### config.mk
export PLATFORM = sky130hd
export DESIGN_NAME = uio_panel
export DESIGN_NICKNAME = d
export VERILOG_FILES = /design/src/rtl/uio_pkg.sv /design/src/rtl/uio_debounce.sv /design/src/rtl/uio_srcmux.sv /design/src/rtl/uio_regs.sv /design/src/rtl/uio_panel.sv
export SDC_FILE = /design/constraint.sdc
export NUM_CORES = 1
export LEC_CHECK = 0
export ABC_AREA = 1
export CORE_UTILIZATION = 53
export DETAILED_ROUTE_END_ITERATION = 10
export PLACE_DENSITY = 0.85
export SYNTH_ARGS = -nofsm -noshare
export SYNTH_HDL_FRONTEND = slang
export SYNTH_HIERARCHICAL = 1
export SYNTH_SLANG_ARGS = --single-unit
### constraint.sdc
create_clock -name clk -period 2 [get_ports clk]
set_input_delay 0.3 -clock clk [delete_from_list [all_inputs] [get_ports clk]]
set_output_delay 0.3 -clock clk [all_outputs]
set_load 0.02 [all_outputs]
### src/rtl/uio_pkg.sv
package uio_pkg;
  localparam int DW = 8;
  localparam int AW = 3;

  localparam logic [AW-1:0] A_CTRL   = 3'd0;
  localparam logic [AW-1:0] A_RED    = 3'd1;
  localparam logic [AW-1:0] A_GREEN  = 3'd2;
  localparam logic [AW-1:0] A_RADIO  = 3'd3;
  localparam logic [AW-1:0] A_LEFT   = 3'd4;
  localparam logic [AW-1:0] A_RIGHT  = 3'd5;
  localparam logic [AW-1:0] A_INPUTS = 3'd6;

  typedef struct packed {
    logic map_right;
    logic map_left;
    logic hw_right;
    logic hw_left;
    logic hw_radio;
    logic hw_green;
    logic hw_red;
  } ctrl_t;

  localparam ctrl_t CTRL_RST = 7'h64;

  // hex digit to segments, a on bit 0 .. g on bit 6, active high
  function automatic logic [6:0] hex_to_seg(input logic [3:0] d);
    logic [6:0] s;
    case (d)
      4'h0: s = 7'h3F;
      4'h1: s = 7'h06;
      4'h2: s = 7'h5B;
      4'h3: s = 7'h4F;
      4'h4: s = 7'h66;
      4'h5: s = 7'h6D;
      4'h6: s = 7'h7D;
      4'h7: s = 7'h07;
      4'h8: s = 7'h7F;
      4'h9: s = 7'h6F;
      4'hA: s = 7'h77;
      4'hB: s = 7'h7C;
      4'hC: s = 7'h39;
      4'hD: s = 7'h5E;
      4'hE: s = 7'h79;
      default: s = 7'h71;
    endcase
    return s;
  endfunction

  // software display path: mapped digit or raw segments
  function automatic logic [6:0] sw_segments(input logic [6:0] v, input logic map_en);
    return map_en ? hex_to_seg(v[3:0]) : v;
  endfunction
endpackage

### src/rtl/uio_debounce.sv
module uio_debounce #(
  parameter int DEBOUNCE_CYCLES = 65536
) (
  input  logic clk,
  input  logic rst,
  input  logic raw,
  output logic clean
);
  localparam int CW = $clog2(DEBOUNCE_CYCLES) + 1;
  localparam logic [CW-1:0] LIMIT = CW'(DEBOUNCE_CYCLES - 1);

  logic          s1, s2;
  logic [CW-1:0] cnt;
  logic          differs;
  logic          upd;

  assign differs = (s2 != clean);
  assign upd     = differs && (cnt == LIMIT);

  always_ff @(posedge clk) begin
    if (rst) begin
      s1    <= 1'b0;
      s2    <= 1'b0;
      cnt   <= '0;
      clean <= 1'b0;
    end else begin
      s1 <= raw;
      s2 <= s1;
      if (!differs) begin
        cnt <= '0;
      end else if (upd) begin
        cnt   <= '0;
        clean <= s2;
      end else begin
        cnt <= cnt + 1'b1;
      end
    end
  end

  AST_DB_ONLY_ON_FULL: assert property (@(posedge clk) disable iff (rst)
    !$stable(clean) |-> $past(upd)) else $error("debounce moved early");
  AST_DB_TAKES_SYNC: assert property (@(posedge clk) disable iff (rst)
    !$stable(clean) |-> (clean == $past(s2))) else $error("debounce wrong value");
endmodule

### src/rtl/uio_srcmux.sv
module uio_srcmux #(
  parameter int W = 4
) (
  input  logic         clk,
  input  logic         rst,
  input  logic         sel_hw,
  input  logic [W-1:0] sw_val,
  input  logic [W-1:0] hw_val,
  output logic [W-1:0] out
);
  for (genvar i = 0; i < W; i++) begin : g_bit
    assign out[i] = sel_hw ? hw_val[i] : sw_val[i];
  end

  AST_SW_HOLDS: assert property (@(posedge clk) disable iff (rst)
    (!sel_hw && !$past(sel_hw) && $stable(sw_val)) |-> $stable(out))
    else $error("software path moved with hw input");
  AST_HW_HOLDS: assert property (@(posedge clk) disable iff (rst)
    (sel_hw && $past(sel_hw) && $stable(hw_val)) |-> $stable(out))
    else $error("hardware path moved with register");
endmodule

### src/rtl/uio_regs.sv
module uio_regs
  import uio_pkg::*;
(
  input  logic          clk,
  input  logic          rst,
  input  logic          bus_wen,
  input  logic [AW-1:0] bus_addr,
  input  logic [DW-1:0] bus_wdata,
  output logic [DW-1:0] bus_rdata,
  input  logic [6:0]    inputs_clean,
  output ctrl_t         ctrl,
  output logic [3:0]    red_q,
  output logic [3:0]    green_q,
  output logic [3:0]    radio_q,
  output logic [7:0]    left_q,
  output logic [7:0]    right_q
);
  logic wr_ctrl, wr_red, wr_green, wr_radio, wr_left, wr_right;
  logic wr_nomap;

  assign wr_ctrl  = bus_wen && (bus_addr == A_CTRL);
  assign wr_red   = bus_wen && (bus_addr == A_RED);
  assign wr_green = bus_wen && (bus_addr == A_GREEN);
  assign wr_radio = bus_wen && (bus_addr == A_RADIO);
  assign wr_left  = bus_wen && (bus_addr == A_LEFT);
  assign wr_right = bus_wen && (bus_addr == A_RIGHT);
  assign wr_nomap = bus_wen && (bus_addr >= A_INPUTS);

  always_ff @(posedge clk) begin
    if (rst) begin
      ctrl    <= CTRL_RST;
      red_q   <= '0;
      green_q <= '0;
      radio_q <= '0;
      left_q  <= '0;
      right_q <= '0;
    end else begin
      if (wr_ctrl)  ctrl    <= ctrl_t'(bus_wdata[6:0]);
      if (wr_red)   red_q   <= bus_wdata[3:0];
      if (wr_green) green_q <= bus_wdata[3:0];
      if (wr_radio) radio_q <= bus_wdata[3:0];
      if (wr_left)  left_q  <= bus_wdata;
      if (wr_right) right_q <= bus_wdata;
    end
  end

  always_comb begin
    case (bus_addr)
      A_CTRL:   bus_rdata = {1'b0, ctrl};
      A_RED:    bus_rdata = {4'b0, red_q};
      A_GREEN:  bus_rdata = {4'b0, green_q};
      A_RADIO:  bus_rdata = {4'b0, radio_q};
      A_LEFT:   bus_rdata = left_q;
      A_RIGHT:  bus_rdata = right_q;
      A_INPUTS: bus_rdata = {1'b0, inputs_clean};
      default:  bus_rdata = '0;
    endcase
  end

  AST_RO_NO_WRITE: assert property (@(posedge clk) disable iff (rst)
    $past(wr_nomap) |-> ($stable(ctrl) && $stable(red_q) && $stable(green_q) &&
                         $stable(radio_q) && $stable(left_q) && $stable(right_q)))
    else $error("write to read-only space changed state");
  AST_CTRL_TOP_ZERO: assert property (@(posedge clk) disable iff (rst)
    (bus_addr == A_CTRL) |-> (bus_rdata[7] == 1'b0))
    else $error("control bit 7 nonzero");
endmodule

### src/rtl/uio_panel.sv
module uio_panel
  import uio_pkg::*;
#(
  parameter int DEBOUNCE_CYCLES = 65536,
  parameter int N_SW            = 4,
  parameter int N_BTN           = 3
) (
  input  logic             clk,
  input  logic             rst,
  input  logic             bus_wen,
  input  logic [2:0]       bus_addr,
  input  logic [7:0]       bus_wdata,
  output logic [7:0]       bus_rdata,
  input  logic [3:0]       hw_red,
  input  logic [3:0]       hw_green,
  input  logic [3:0]       hw_radio,
  input  logic [6:0]       hw_seg_left,
  input  logic             hw_dp_left,
  input  logic [6:0]       hw_seg_right,
  input  logic             hw_dp_right,
  output logic [3:0]       led_red,
  output logic [3:0]       led_green,
  output logic [3:0]       led_radio,
  output logic [6:0]       seg_left,
  output logic             dp_left,
  output logic [6:0]       seg_right,
  output logic             dp_right,
  input  logic [N_SW-1:0]  sw_raw,
  input  logic [N_BTN-1:0] btn_raw,
  output logic [N_SW-1:0]  sw_clean,
  output logic [N_BTN-1:0] btn_clean
);
  localparam int N_IN = N_SW + N_BTN;

  ctrl_t       ctrl;
  logic [3:0]  red_q, green_q, radio_q;
  logic [7:0]  left_q, right_q;
  logic [6:0]  inputs_clean;
  logic [N_IN-1:0] raw_all, clean_all;
  logic [7:0]  left_sw, right_sw;
  logic [7:0]  left_out, right_out;

  assign raw_all   = {btn_raw, sw_raw};
  assign sw_clean  = clean_all[N_SW-1:0];
  assign btn_clean = clean_all[N_IN-1:N_SW];
  assign inputs_clean = 7'(clean_all);

  for (genvar i = 0; i < N_IN; i++) begin : g_db
    uio_debounce #(.DEBOUNCE_CYCLES(DEBOUNCE_CYCLES)) u_db (
      .clk(clk), .rst(rst), .raw(raw_all[i]), .clean(clean_all[i])
    );
  end

  uio_regs u_regs (
    .clk(clk), .rst(rst), .bus_wen(bus_wen), .bus_addr(bus_addr),
    .bus_wdata(bus_wdata), .bus_rdata(bus_rdata), .inputs_clean(inputs_clean),
    .ctrl(ctrl), .red_q(red_q), .green_q(green_q), .radio_q(radio_q),
    .left_q(left_q), .right_q(right_q)
  );

  assign left_sw  = {left_q[7],  sw_segments(left_q[6:0],  ctrl.map_left)};
  assign right_sw = {right_q[7], sw_segments(right_q[6:0], ctrl.map_right)};

  uio_srcmux #(.W(4)) u_mux_red (
    .clk(clk), .rst(rst), .sel_hw(ctrl.hw_red), .sw_val(red_q),
    .hw_val(hw_red), .out(led_red));
  uio_srcmux #(.W(4)) u_mux_green (
    .clk(clk), .rst(rst), .sel_hw(ctrl.hw_green), .sw_val(green_q),
    .hw_val(hw_green), .out(led_green));
  uio_srcmux #(.W(4)) u_mux_radio (
    .clk(clk), .rst(rst), .sel_hw(ctrl.hw_radio), .sw_val(radio_q),
    .hw_val(hw_radio), .out(led_radio));
  uio_srcmux #(.W(8)) u_mux_left (
    .clk(clk), .rst(rst), .sel_hw(ctrl.hw_left), .sw_val(left_sw),
    .hw_val({hw_dp_left, hw_seg_left}), .out(left_out));
  uio_srcmux #(.W(8)) u_mux_right (
    .clk(clk), .rst(rst), .sel_hw(ctrl.hw_right), .sw_val(right_sw),
    .hw_val({hw_dp_right, hw_seg_right}), .out(right_out));

  assign seg_left  = left_out[6:0];
  assign dp_left   = left_out[7];
  assign seg_right = right_out[6:0];
  assign dp_right  = right_out[7];

  AST_MAP_IGNORES_HIGH: assert property (@(posedge clk) disable iff (rst)
    (!ctrl.hw_left && ctrl.map_left && $stable(ctrl) && $stable(left_q[3:0]) &&
     $stable(left_q[7])) |-> ($stable(seg_left) && $stable(dp_left)))
    else $error("mapped display reacted to upper bits");
  AST_HW_DISPLAY_RAW: assert property (@(posedge clk) disable iff (rst)
    (ctrl.hw_right && $stable(ctrl.hw_right) && $stable(hw_seg_right)) |-> $stable(seg_right))
    else $error("hardware display path not raw");
endmodule

== Word level (Yosys, flattened, before mapping) ==
Memory sizes are Yosys's and may differ from the RTL's. A register that Yosys moved wholly into a read port is not among the register bits.
Cells that the tools add are included.
Storage, ports and cells
  bits in registers: 175
  bits in read-only memories: 224
  input port bits: 49
  word-level logic and storage cells: 139
  memories: 2
Cells by class
  add/subtract/negate cells: 7
  equality and inequality tests: 20
  multiplexer cells: 35
  bitwise logic cells: 7
  reduce and logical (&&, ||, !) cells: 28
Memories
  (no name shown): depth 16, bits a word 7, rd ports 1, clocked after Yosys merged registers in 1, wr ports 0, line uio_pkg.sv:28  | case (d)
  (no name shown): depth 16, bits a word 7, rd ports 1, clocked after Yosys merged registers in 1, wr ports 0, line uio_pkg.sv:28
Operators by type and width (count)
  17-bit by 1-bit adder with 17-bit output (second input constant): 7
  17-bit by 16-bit equality test with 1-bit output (second input constant): 7
  8-bit one-hot mux with 7 select lines: 1
  1-bit 2-to-1 mux: 28
  3-bit OR reduction: 7
  4-bit 2-to-1 mux: 4
  7-bit 2-to-1 mux: 2
  2-bit AND reduction: 7
  1-bit logical AND: 13
  3-bit equality test (second input constant): 3
  1-bit != test: 7
  1-bit NOT: 7
  3-bit by 2-bit equality test with 1-bit output (second input constant): 2
  3-bit by 1-bit equality test with 1-bit output (second input constant): 1
  3-bit zero test: 1

== Depth between registers and ports, before layout ==
Gate-level depths: netlist of the first run.
  word-level depth: 4
  gate-level depth with buffers: 13
  depth with buffers taken out: 13

== Hierarchy ==
The synthesis of the first run kept the hierarchy.
Modules (own cells, without submodules)
  uio_debounce: instances 7, cells each 134, area each 953.4 um2
  uio_regs: instances 1, cells each 295, area each 1839.3 um2
  uio_panel: instances 1, cells each 130, area each 665.6 um2
  uio_srcmux (u_mux_left ...): instances 2, cells each 26, area each 105.1 um2
  uio_srcmux (u_mux_green ...): instances 3, cells each 13, area each 48.8 um2

== Least setup slack after synthesis of the first run ==
OpenSTA, ideal clock, no wires.
  kind: flip-flop to flip-flop
  start: register g_db[4].u_db.cnt[0]
  end: register g_db[4].u_db.cnt[3]
  data arrival time: 1655 ps
  path slack: 230 ps
  stages on the path, launching flop included: 14
  cell sequence: dfxtp_1 > ha_1 > nand3_2 > inv_2 > nand2_2 > nor2_1 > nand2_1 > nor2_1 > ha_1 > nor2_1 > nand3_1 > buf_2 > a21oi_1 > o21a_1
On the way
  longest elaborated chain between the ends: 3
Ends and longest elaborated chain
  from (decl): line uio_debounce.sv:13  | logic [CW-1:0] cnt;
  from (signal assigned): line uio_debounce.sv:35  | cnt <= cnt + 1'b1;
  branches (longest 3 deep; another with 17-bit by 1-bit adder with 17-bit output)
Several ways; the timed one is not identified.
A chain may end at the register's enable or synchronous reset.

== Worst setup path in the final report of the first run ==
  start: register u_regs.right_q[1]
  end: output port seg_right[1]
On the way
  longest elaborated chain between the ends: 2
Ends and longest elaborated chain
  from (decl): line uio_regs.sv:16  | output logic [7:0] right_q
  from (signal assigned): line uio_regs.sv:43  | if (wr_right) right_q <= bus_wdata;
  7-bit 2-to-1 mux: line uio_pkg.sv:51  | return map_en ? hex_to_seg(v[3:0]) : v;
  net right_sw[1]: line uio_panel.sv:40  | logic [7:0] left_sw, right_sw;
  1-bit 2-to-1 mux: line uio_srcmux.sv:12  | assign out[i] = sel_hw ? hw_val[i] : sw_val[i];
  to (decl): line uio_panel.sv:26  | output logic [6:0] seg_right,
The timed path passes the listed nets, and every way through them passes these cells.

==> impl_metrics.ini, run 1 <==
[power]
powerDensity_nw_per_um2 = 618
leakagePower_nw = 5.20
ir_drop_mv = 0.600

[global_route]
grt_pass1_wl_um = 37500
grt_pass1_vias = 8328
grt_max_degree = 28
track_usage_pct = 25.2
overflow = 0
antenna_found_initial = 0

[floorplan]
core_sq_um = 17400
dieArea_sq_um = 18500
num_io_pins = 92
fp-row-count = 48
die_h_um = 136
dieWidth_um = 136
start_util_pct = 54.7

[detailed_routing]
route.detailed.drc = 0
first_pass_iters = 6
vias = 9428
viasPerCell = 5.12
finalWirelength_um = 23900
ant_nets = 0
post_drt_wl_per_cell_um = 13.0
drtIter0Drc = 811

[synthesis]
syn_nets = 1531
synth_seq_cells = 175
ys_types = 31
synth_area_per_cell_sq_um = 6.56
ys_warn_count = 6
seq_area_frac_synth_pct = 36.7
netlist_instances = 1454
synth_area_sq_um = 9540

[setup_path]
crit_path_start = u_regs/right_q[1]
cp.arrival_ns = 1.69
cpPeakStageDelay_ns = 0.41
crit_chain = inv_6 -> ha_4 -> nand2_2 -> a21oi_2 -> a21oi_2 -> nand2_1 -> nand2_1 -> buf_2
path_class = register to primary output
timing.rr.start = g_db[1].u_db/cnt[7]
critPathMaxFanout = 5
worst_setup_path_start_kind = register
crit_buf_inv = 2
cp_top_family = flip-flops
cp.required_ns = 1.70
crit_path_end_kind = primary output
critical_path.slowest_cell = dfxtp_4

[sta]
slew_viol_final = 0
setup_ws_ns = 0.00564
whs_ns = 0.356
rsz0062_at_grt = yes
slew_headroom_pct = 62.7
final.setup.tns_ns = 0
setup-violations-final = 0
fin_crit_ns = 1.99
clock.fmax_mhz = 501
period_share_pct = 99.7
hold_viol_final = 0
finalClockSkew_ns = 0.0112
tightest_slew_ns = 0.560

[cts]
tritoncts = built
postCtsHoldBufs = 0
insertion_delay_ns = 0.43
tritoncts.num_buffers = 17
clk_path_buf_depth = 2
cts_sinks = 175
cts_max_level = 4
clkTransAtPathRegs_ns = 0.07
root_buffer = clkbuf_16

[min_path]
hold_class = input pin to register
hold_start = rst

[job]
max_cap_violations = 0

[finish]
drive_above_1_share_pct = 21.5
area_growth_syn_to_layout_pct = 29.5
layout.cells.non_filler = 1842
antenna_cells = 0
fillers = 1309
final_area_sq_um = 12300
fin_nets = 1681

[place]
gp_congestion = 0.977
port-buffer-count = 91
dp.cells = 1799
dp_slack_ns = -0.343
dp_hpwl_um = 16500
place_area_sq_um = 11100

[status]
status = completed
-- power by group --
| part | leakage [nW] | switching [mW] | internal [mW] |
|---|---|---|---|
| Combinational | 3.48 | 0.421 | 0.352 |
| Sequential | 1.43 | 0.0439 | 3.51 |
| Clock | 0.283 | 1.44 | 1.86 |
-- what timing repair did --
item,CTS,global route
resized for setup,135,145
cloned,1,1
setup buffers,2,7
setup endpoints to repair,70,136
pin swaps,10,46
-- flip-flops by register name, summed over array words and instances (netlist names) --
signal and flops:
g_db.u_db/clean 7, u_regs/left_q 8, g_db.u_db/s2 7, g_db.u_db/cnt 119, u_regs/red_q 4, g_db.u_db/s1 7, u_regs/radio_q 4, u_regs/ctrl 7
u_regs/right_q 8, u_regs/green_q 4
-- routing by layer --
metal	GRT usage, %	vias up	share of wire, %	routed length (um)
met1	30.3	4195	42	10100
met4	10.4	0	2.8	676
met2	43.0	336	48	11500
li1	-	4844	-	-
met5	0	-	0	0
met3	5.56	53	6.7	1610
-- through the flow --
stage	total power, mW	utilization [%]
floorplan	3.98	-
global placement	4.33	63.6
detailed placement	4.34	63.6
CTS	7.62	67.7
global route	7.92	70.9
finish	7.64	70.9
-- cell type report --
type | instances | area [sq um] | share of cell area, %
Inverter | 194 | 748 | 6.06
Multi-Input combinational cell | 1054 | 5620 | 45.5
Sequential cell | 175 | 3560 | 28.8
Clock inverter | 14 | 158 | 1.28
Tap cell | 225 | 282 | 2.28
Clock buffer | 18 | 429 | 3.48
Timing Repair Buffer | 162 | 1550 | 12.5
-- synthesized netlist by cell type --
cell / count / share of area, %
a21oi_1: 55 / 2.9
xor2_1: 7 / 0.64
dfxtp_1: 175 / 37
nor2_1: 270 / 11
nor2b_1: 7 / 0.46
buf_4: 2 / 0.16
o21ai_0: 11 / 0.58
inv_2: 18 / 0.71
nand2_1: 406 / 16
clkbuf_1: 5 / 0.20
nor3b_1: 7 / 0.55
nor2_2: 22 / 1.4
a211oi_1: 7 / 0.55
nand4_2: 2 / 0.26
o21bai_2: 7 / 0.83
o21a_1: 14 / 1.1
nand3_2: 14 / 1.5
nand2_2: 31 / 2.0
xnor2_1: 7 / 0.64
o21bai_1: 14 / 1.1
buf_2: 19 / 1.0
buf_6: 2 / 0.24
inv_1: 175 / 6.9
o21ai_1: 2 / 0.10
nand3_1: 80 / 4.2
ha_1: 28 / 3.7
nor2_4: 14 / 1.7
nor3_1: 7 / 0.37
nand4_1: 42 / 2.8
buf_1: 3 / 0.12
clkinv_1: 1 / 0.039
-- final timing paths --
kind                          to  slack, ns  depth (start not counted)
max reg2reg  g_db[1].u_db/cnt[3]       0.07                         12
min reg2reg      g_db[6].u_db/s2       0.40                          2
max                 seg_right[1]      0.006                          8
min              g_db[3].u_db/s1       0.36                          2
-- logic make-up after synthesis --
group	count (synthesis)	share of synthesized area (%)
AND/OR/NAND/NOR	902	41.8
flip-flops	175	36.7
adder cells (fa/ha/maj)	28	3.67
XOR/XNOR	14	1.29
buffers and inverters	225	9.34
AO/OA/AOI/OAI	110	7.15
-- cells in the final DEF, fill, tap and decap left out, types with 9 or more instances in the layout --
cell type and instances:
nor2_2 32, nand2_2 45, a21oi_1 46, dfxtp_4 11, o21a_1 14, dfxtp_2 13, nand3_2 25, clkbuf_16 17
nand4_1 42, dfxtp_1 151, nor2_1 259, ha_2 11, dlygate4sd2_1 11, clkdlybuf4s50_1 56, nand3_1 67, inv_2 27
nand2_1 386, buf_4 55, o21ai_0 9, o21bai_1 14, buf_6 22, ha_4 17, inv_1 160, nor2_4 15
No activity file was read; power rests on OpenSTA's default activity.
==> inputs of run 2 (changes only) <==
--- a/config.mk
+++ b/config.mk
@@ -8,6 +8,7 @@
 export ABC_AREA = 1
 export CORE_UTILIZATION = 53
 export DETAILED_ROUTE_END_ITERATION = 10
+export MAX_ROUTING_LAYER = met4
 export PLACE_DENSITY = 0.85
 export SYNTH_ARGS = -nofsm -noshare
 export SYNTH_HDL_FRONTEND = slang
==> run 2 against run 1 <==
Effect of this change: the flow now finishes with violations (negative setup slack); via count increased by 0.64%; critical path depth unchanged; fmax decreased by 3.6%; worst hold slack improved by 0.015 ns; largest cell class unchanged.
==> impl_metrics.ini, run 2 (synthesized netlist as in run 1, its figures left out) <==
[sta]
clock.fmax_mhz = 483
rsz0062_at_grt = yes
setup-violations-final = 4
final.setup.tns_ns = -0.116
whs_ns = 0.372
finalClockSkew_ns = 0.00771
hold_viol_final = 0
slew_headroom_pct = 58.6
setup_ws_ns = -0.0686
slew_viol_final = 0
tightest_slew_ns = 0.620
fin_crit_ns = 2.07
period_share_pct = 103

[detailed_routing]
post_drt_wl_per_cell_um = 13.1
viasPerCell = 5.14
drtIter0Drc = 816
finalWirelength_um = 24100
route.detailed.drc = 0
first_pass_iters = 5
ant_nets = 0
vias = 9488

[finish]
final_common_cell = nand2_1
fin_nets = 1685
top_regs = g_db.u_db/cnt: 119 flops, u_regs/left_q: 8 flops, u_regs/right_q: 8 flops
area_growth_syn_to_layout_pct = 29.8
largest_register_ffs = 119
final_area_sq_um = 12400
antenna_cells = 0
top_register = g_db.u_db/cnt
drive_above_1_share_pct = 22.0
final_cell_mix = nand2_1, nor2_1, inv_1

[place]
port-buffer-count = 91
dp_hpwl_um = 16500
place_area_sq_um = 11100
gp_congestion = 1.01

[setup_path]
critical_path.slowest_cell = dfxtp_4
critPathMaxFanout = 5
crit_buf_inv = 2
reg2reg_to = g_db[1].u_db/cnt[4]
crit_chain = inv_8 -> ha_4 -> nand2_2 -> a21oi_2 -> a21oi_2 -> nand2_1 -> nand2_1 -> buf_6
timing.rr.start = g_db[1].u_db/cnt[0]
cpPeakStageDelay_ns = 0.42
crit_path_start = u_regs/right_q[1]
cp.arrival_ns = 1.77
r2r_cells = 13
cp.required_ns = 1.70
crit_path_end_kind = primary output
path_depth = 8
worst_setup_path_start_kind = register
r2r_setup_slack_ns = 0.03
cp_top_family = flip-flops
crit_end = seg_right[1]
path_class = register to primary output

[floorplan]
start_util_pct = 54.7
dieWidth_um = 136
dieArea_sq_um = 18500
core_sq_um = 17400
num_io_pins = 92
fp-row-count = 48
die_h_um = 136

[min_path]
hold_start = rst
hold_class = input pin to register

[global_route]
overflow = 0
grt_pass1_wl_um = 37400
track_usage_pct = 25.7
grt_max_degree = 28
antenna_found_initial = 0
grt_pass1_vias = 8329

[power]
powerDensity_nw_per_um2 = 626
leakagePower_nw = 5.15
ir_drop_mv = 0.629

[cts]
postCtsHoldBufs = 0
clk_path_buf_depth = 2
clkTransAtPathRegs_ns = 0.06
insertion_delay_ns = 0.44
tritoncts.num_buffers = 17
cts_sinks = 175
cts_max_level = 4
tritoncts = built
root_buffer = clkbuf_16

[status]
violations = negative setup slack
status = complete, but fails checks

[job]
max_cap_violations = 0
## run 2: what timing repair did
action / 4_1_cts / 5_1_grt
cloned: 0 / 2
pin swaps: 18 / 49
endpoints found under the setup margin: 68 / 136
setup buffers: 1 / 11
resized for setup: 138 / 142
## run 2: worst min-delay path by stage
stage	end	slack [ns]	cells past startpoint
finish	g_db[0].u_db/s1	0.37	2
detailed placement	g_db[0].u_db/s2	0.40	2
global route	g_db[4].u_db/s1	0.37	2
CTS	g_db[0].u_db/s2	0.34	2
global placement	g_db[2].u_db/s2	0.39	2
floorplan	g_db[0].u_db/s1	0.37	1
## run 2: layout make-up
type	count	area, sq um
flip-flops and latches	175	3560
fillers	1333	5040
repair buffers	166	1570
multi-input cells	1054	5600
clock buffers	19	453
clock inverters	13	153
inverters	194	753
well taps	225	282
## run 2: power by group
| part | internal, mW | switching (mW) |
|---|---|---|
| clock | 1.94 | 1.47 |
| combinational | 0.353 | 0.423 |
| sequential | 3.52 | 0.0458 |
| total | 5.81 | 1.93 |
## run 2: per-stage QoR
step                      util, %  worst slack [ns]  power [mW]  cells
after floorplan                 -             0.230        3.98   1454
final                        71.1           -0.0686        7.74   1846
after CTS                    67.8           -0.0485        7.72   1833
after detailed placement     63.7            -0.387        4.34   1800
after global placement       63.7            -0.360        4.33   1800
after global routing         71.1            -0.138        8.03   1846
## run 2: per-layer routing
metal  share of wire [%]  track usage, %  routed length, um
met5                   0               -                  0
met4                 3.6            11.3                857
met3                 6.1            4.51               1470
met2                  48            42.0              11600
met1                  42            31.0              10200
==> inputs of run 3 (changes only) <==
--- a/config.mk
+++ b/config.mk
@@ -9,7 +9,7 @@
 export CORE_UTILIZATION = 53
 export DETAILED_ROUTE_END_ITERATION = 10
 export MAX_ROUTING_LAYER = met4
-export PLACE_DENSITY = 0.85
+export PLACE_DENSITY = 0.75
 export SYNTH_ARGS = -nofsm -noshare
 export SYNTH_HDL_FRONTEND = slang
 export SYNTH_HIERARCHICAL = 1
==> constraint.sdc (replaced) <==
create_clock -name clk -period 2.45 [get_ports clk]
set_input_delay 0.3675 -clock clk [delete_from_list [all_inputs] [get_ports clk]]
set_output_delay 0.3675 -clock clk [all_outputs]
set_load 0.02 [all_outputs]
==> run 3 against run 2 <==
Effect of this change: register-to-register slack better by 0.28 ns; global-route usage decreased by 0.87 points; the run now ends clean; count of clock-buffer cells in the layout decreased by 1; sequential power decreased by 18%; via count decreased by 5.2%; utilization decreased by 5.4 points; routed wire length is 10% lower; flip-flop and latch count stayed put; non-clock buffer count decreased by 37.
==> impl_metrics.ini, run 3 (synthesized netlist as in run 1, its figures left out) <==
[setup_path]
crit_chain = clkdlybuf4s50_1 -> buf_4 -> nor2_4 -> nand3_1 -> nand2_1 -> clkdlybuf4s50_1
worst_setup_path_start_kind = input pin
cp.arrival_ns = 1.99
crit_path_frequent_cell = clkdlybuf4s50_1
r2r_setup_slack_ns = 0.31
cpPeakStageDelay_ns = 0.60
critical_path.slowest_cell = clkdlybuf4s50_1
crit_path_end_kind = primary output
cp.required_ns = 2.08
critPathMaxFanout = 5
path_class = input pin to primary output

[finish]
area_growth_syn_to_layout_pct = 20.0
fin_nets = 1648
antenna_cells = 0
largest_register_ffs = 119
top_register = g_db.u_db/cnt
drive_above_1_share_pct = 11.5
regArea_sq_um = 3510
final_common_cell = nand2_1
top_regs = g_db.u_db/cnt: 119 flops, u_regs/left_q: 8 flops, u_regs/right_q: 8 flops
multi_input_area_sq_um = 5150
fillers = 1560
final_cell_mix = nand2_1, nor2_1, inv_1

[sta]
tightest_slew_ns = 0.462
rsz0062_at_grt = no
period_share_pct = 96.1
final.setup.tns_ns = 0
finalClockSkew_ns = 0.00928
clock.fmax_mhz = 425
setup-violations-final = 0
slew_viol_final = 0
setup_ws_ns = 0.0962
fin_crit_ns = 2.35
slew_headroom_pct = 69.1
hold_viol_final = 0

[global_route]
grt_pass1_vias = 8054
grt_pass1_wl_um = 36200
grt_max_degree = 28
track_usage_pct = 24.9
antenna_found_initial = 0
overflow = 0

[cts]
cts_max_level = 4
tritoncts.num_buffers = 17
cts_sinks = 175
root_buffer = clkbuf_16
insertion_delay_ns = 0.43
clkTransAtPathRegs_ns = 0.07
tritoncts = built
clk_path_buf_depth = 2
postCtsHoldBufs = 0

[floorplan]
fp-row-count = 48
die_h_um = 136
core_sq_um = 17400
num_io_pins = 92
dieWidth_um = 136
start_util_pct = 54.7
dieArea_sq_um = 18500

[detailed_routing]
ant_nets = 0
vias = 8996
drtIter0Drc = 493
finalWirelength_um = 21600
route.detailed.drc = 0
post_drt_wl_per_cell_um = 12.0
first_pass_iters = 4
viasPerCell = 4.97

[min_path]
hold_class = register to register

[power]
ir_drop_mv = 0.484
leakagePower_nw = 4.77
powerDensity_nw_per_um2 = 535

[job]
max_cap_violations = 0

[place]
gp_congestion = 0.916
dp_slack_ns = -0.123
port-buffer-count = 91
dp_hpwl_um = 16100

[status]
status = completed
run 3: layout make-up:
type                            instances  share of cell area (%)
Clock buffer                           18                    3.75
Multi-Input combinational cell       1054                    45.0
Timing Repair Buffer                  129                    10.5
Tap cell                              225                    2.46
Sequential cell                       175                    30.6
Inverter                              194                    6.36
Clock inverter                         14                    1.30
run 3: per-layer routing:
metal  part of all wire, %  vias up  GRT usage (%)  routed length (um)
met1                    47     4016           30.7               10200
met3                   4.4       24           4.18                 961
li1                      -     4767              -                   -
met5                     0        -              -                   0
met2                    47      189           41.9               10200
met4                   1.4        0           6.42                 308
run 3: power breakdown:
part           internal (mW)  switching (mW)  total [mW]
Sequential              2.88          0.0362        2.91
Combinational          0.236           0.298       0.534
Clock                   1.44            1.23        2.68
run 3: critical path, delay by kind of cell:
family                 cells  cell delay [ns]
buffers and inverters      3             1.30
AND/OR/NAND/NOR            3             0.32
run 3: what timing repair did:
| item | CTS | global route |
|---|---|---|
| setup endpoints to repair | 21 | 9 |
| setup buffers | 0 | 0 |
| resized for setup | 23 | 7 |
| cloned | 0 | 0 |
run 3: worst paths after layout:
kind	depth (start not counted)	end	from
min	2	g_db[0].u_db/s2	g_db[0].u_db/s1
max	6	bus_rdata[7]	bus_addr[1]
max reg2reg	13	g_db[2].u_db/cnt[3]	g_db[2].u_db/cnt[0]
min reg2reg	2	g_db[0].u_db/s2	g_db[0].u_db/s1
run 3: per-stage QoR:
step	cells	instance area, sq um	util (%)	total power [mW]	hold WS, ns
finish	1809	11400	65.7	6.12	0.402
global route	1809	11400	65.7	6.36	0.410
CTS	1809	11400	65.6	6.17	0.404
detailed placement	1777	10900	62.4	3.53	0.394
global placement	1777	10900	62.4	3.52	0.391
floorplan	1454	9540	-	3.25	0.388
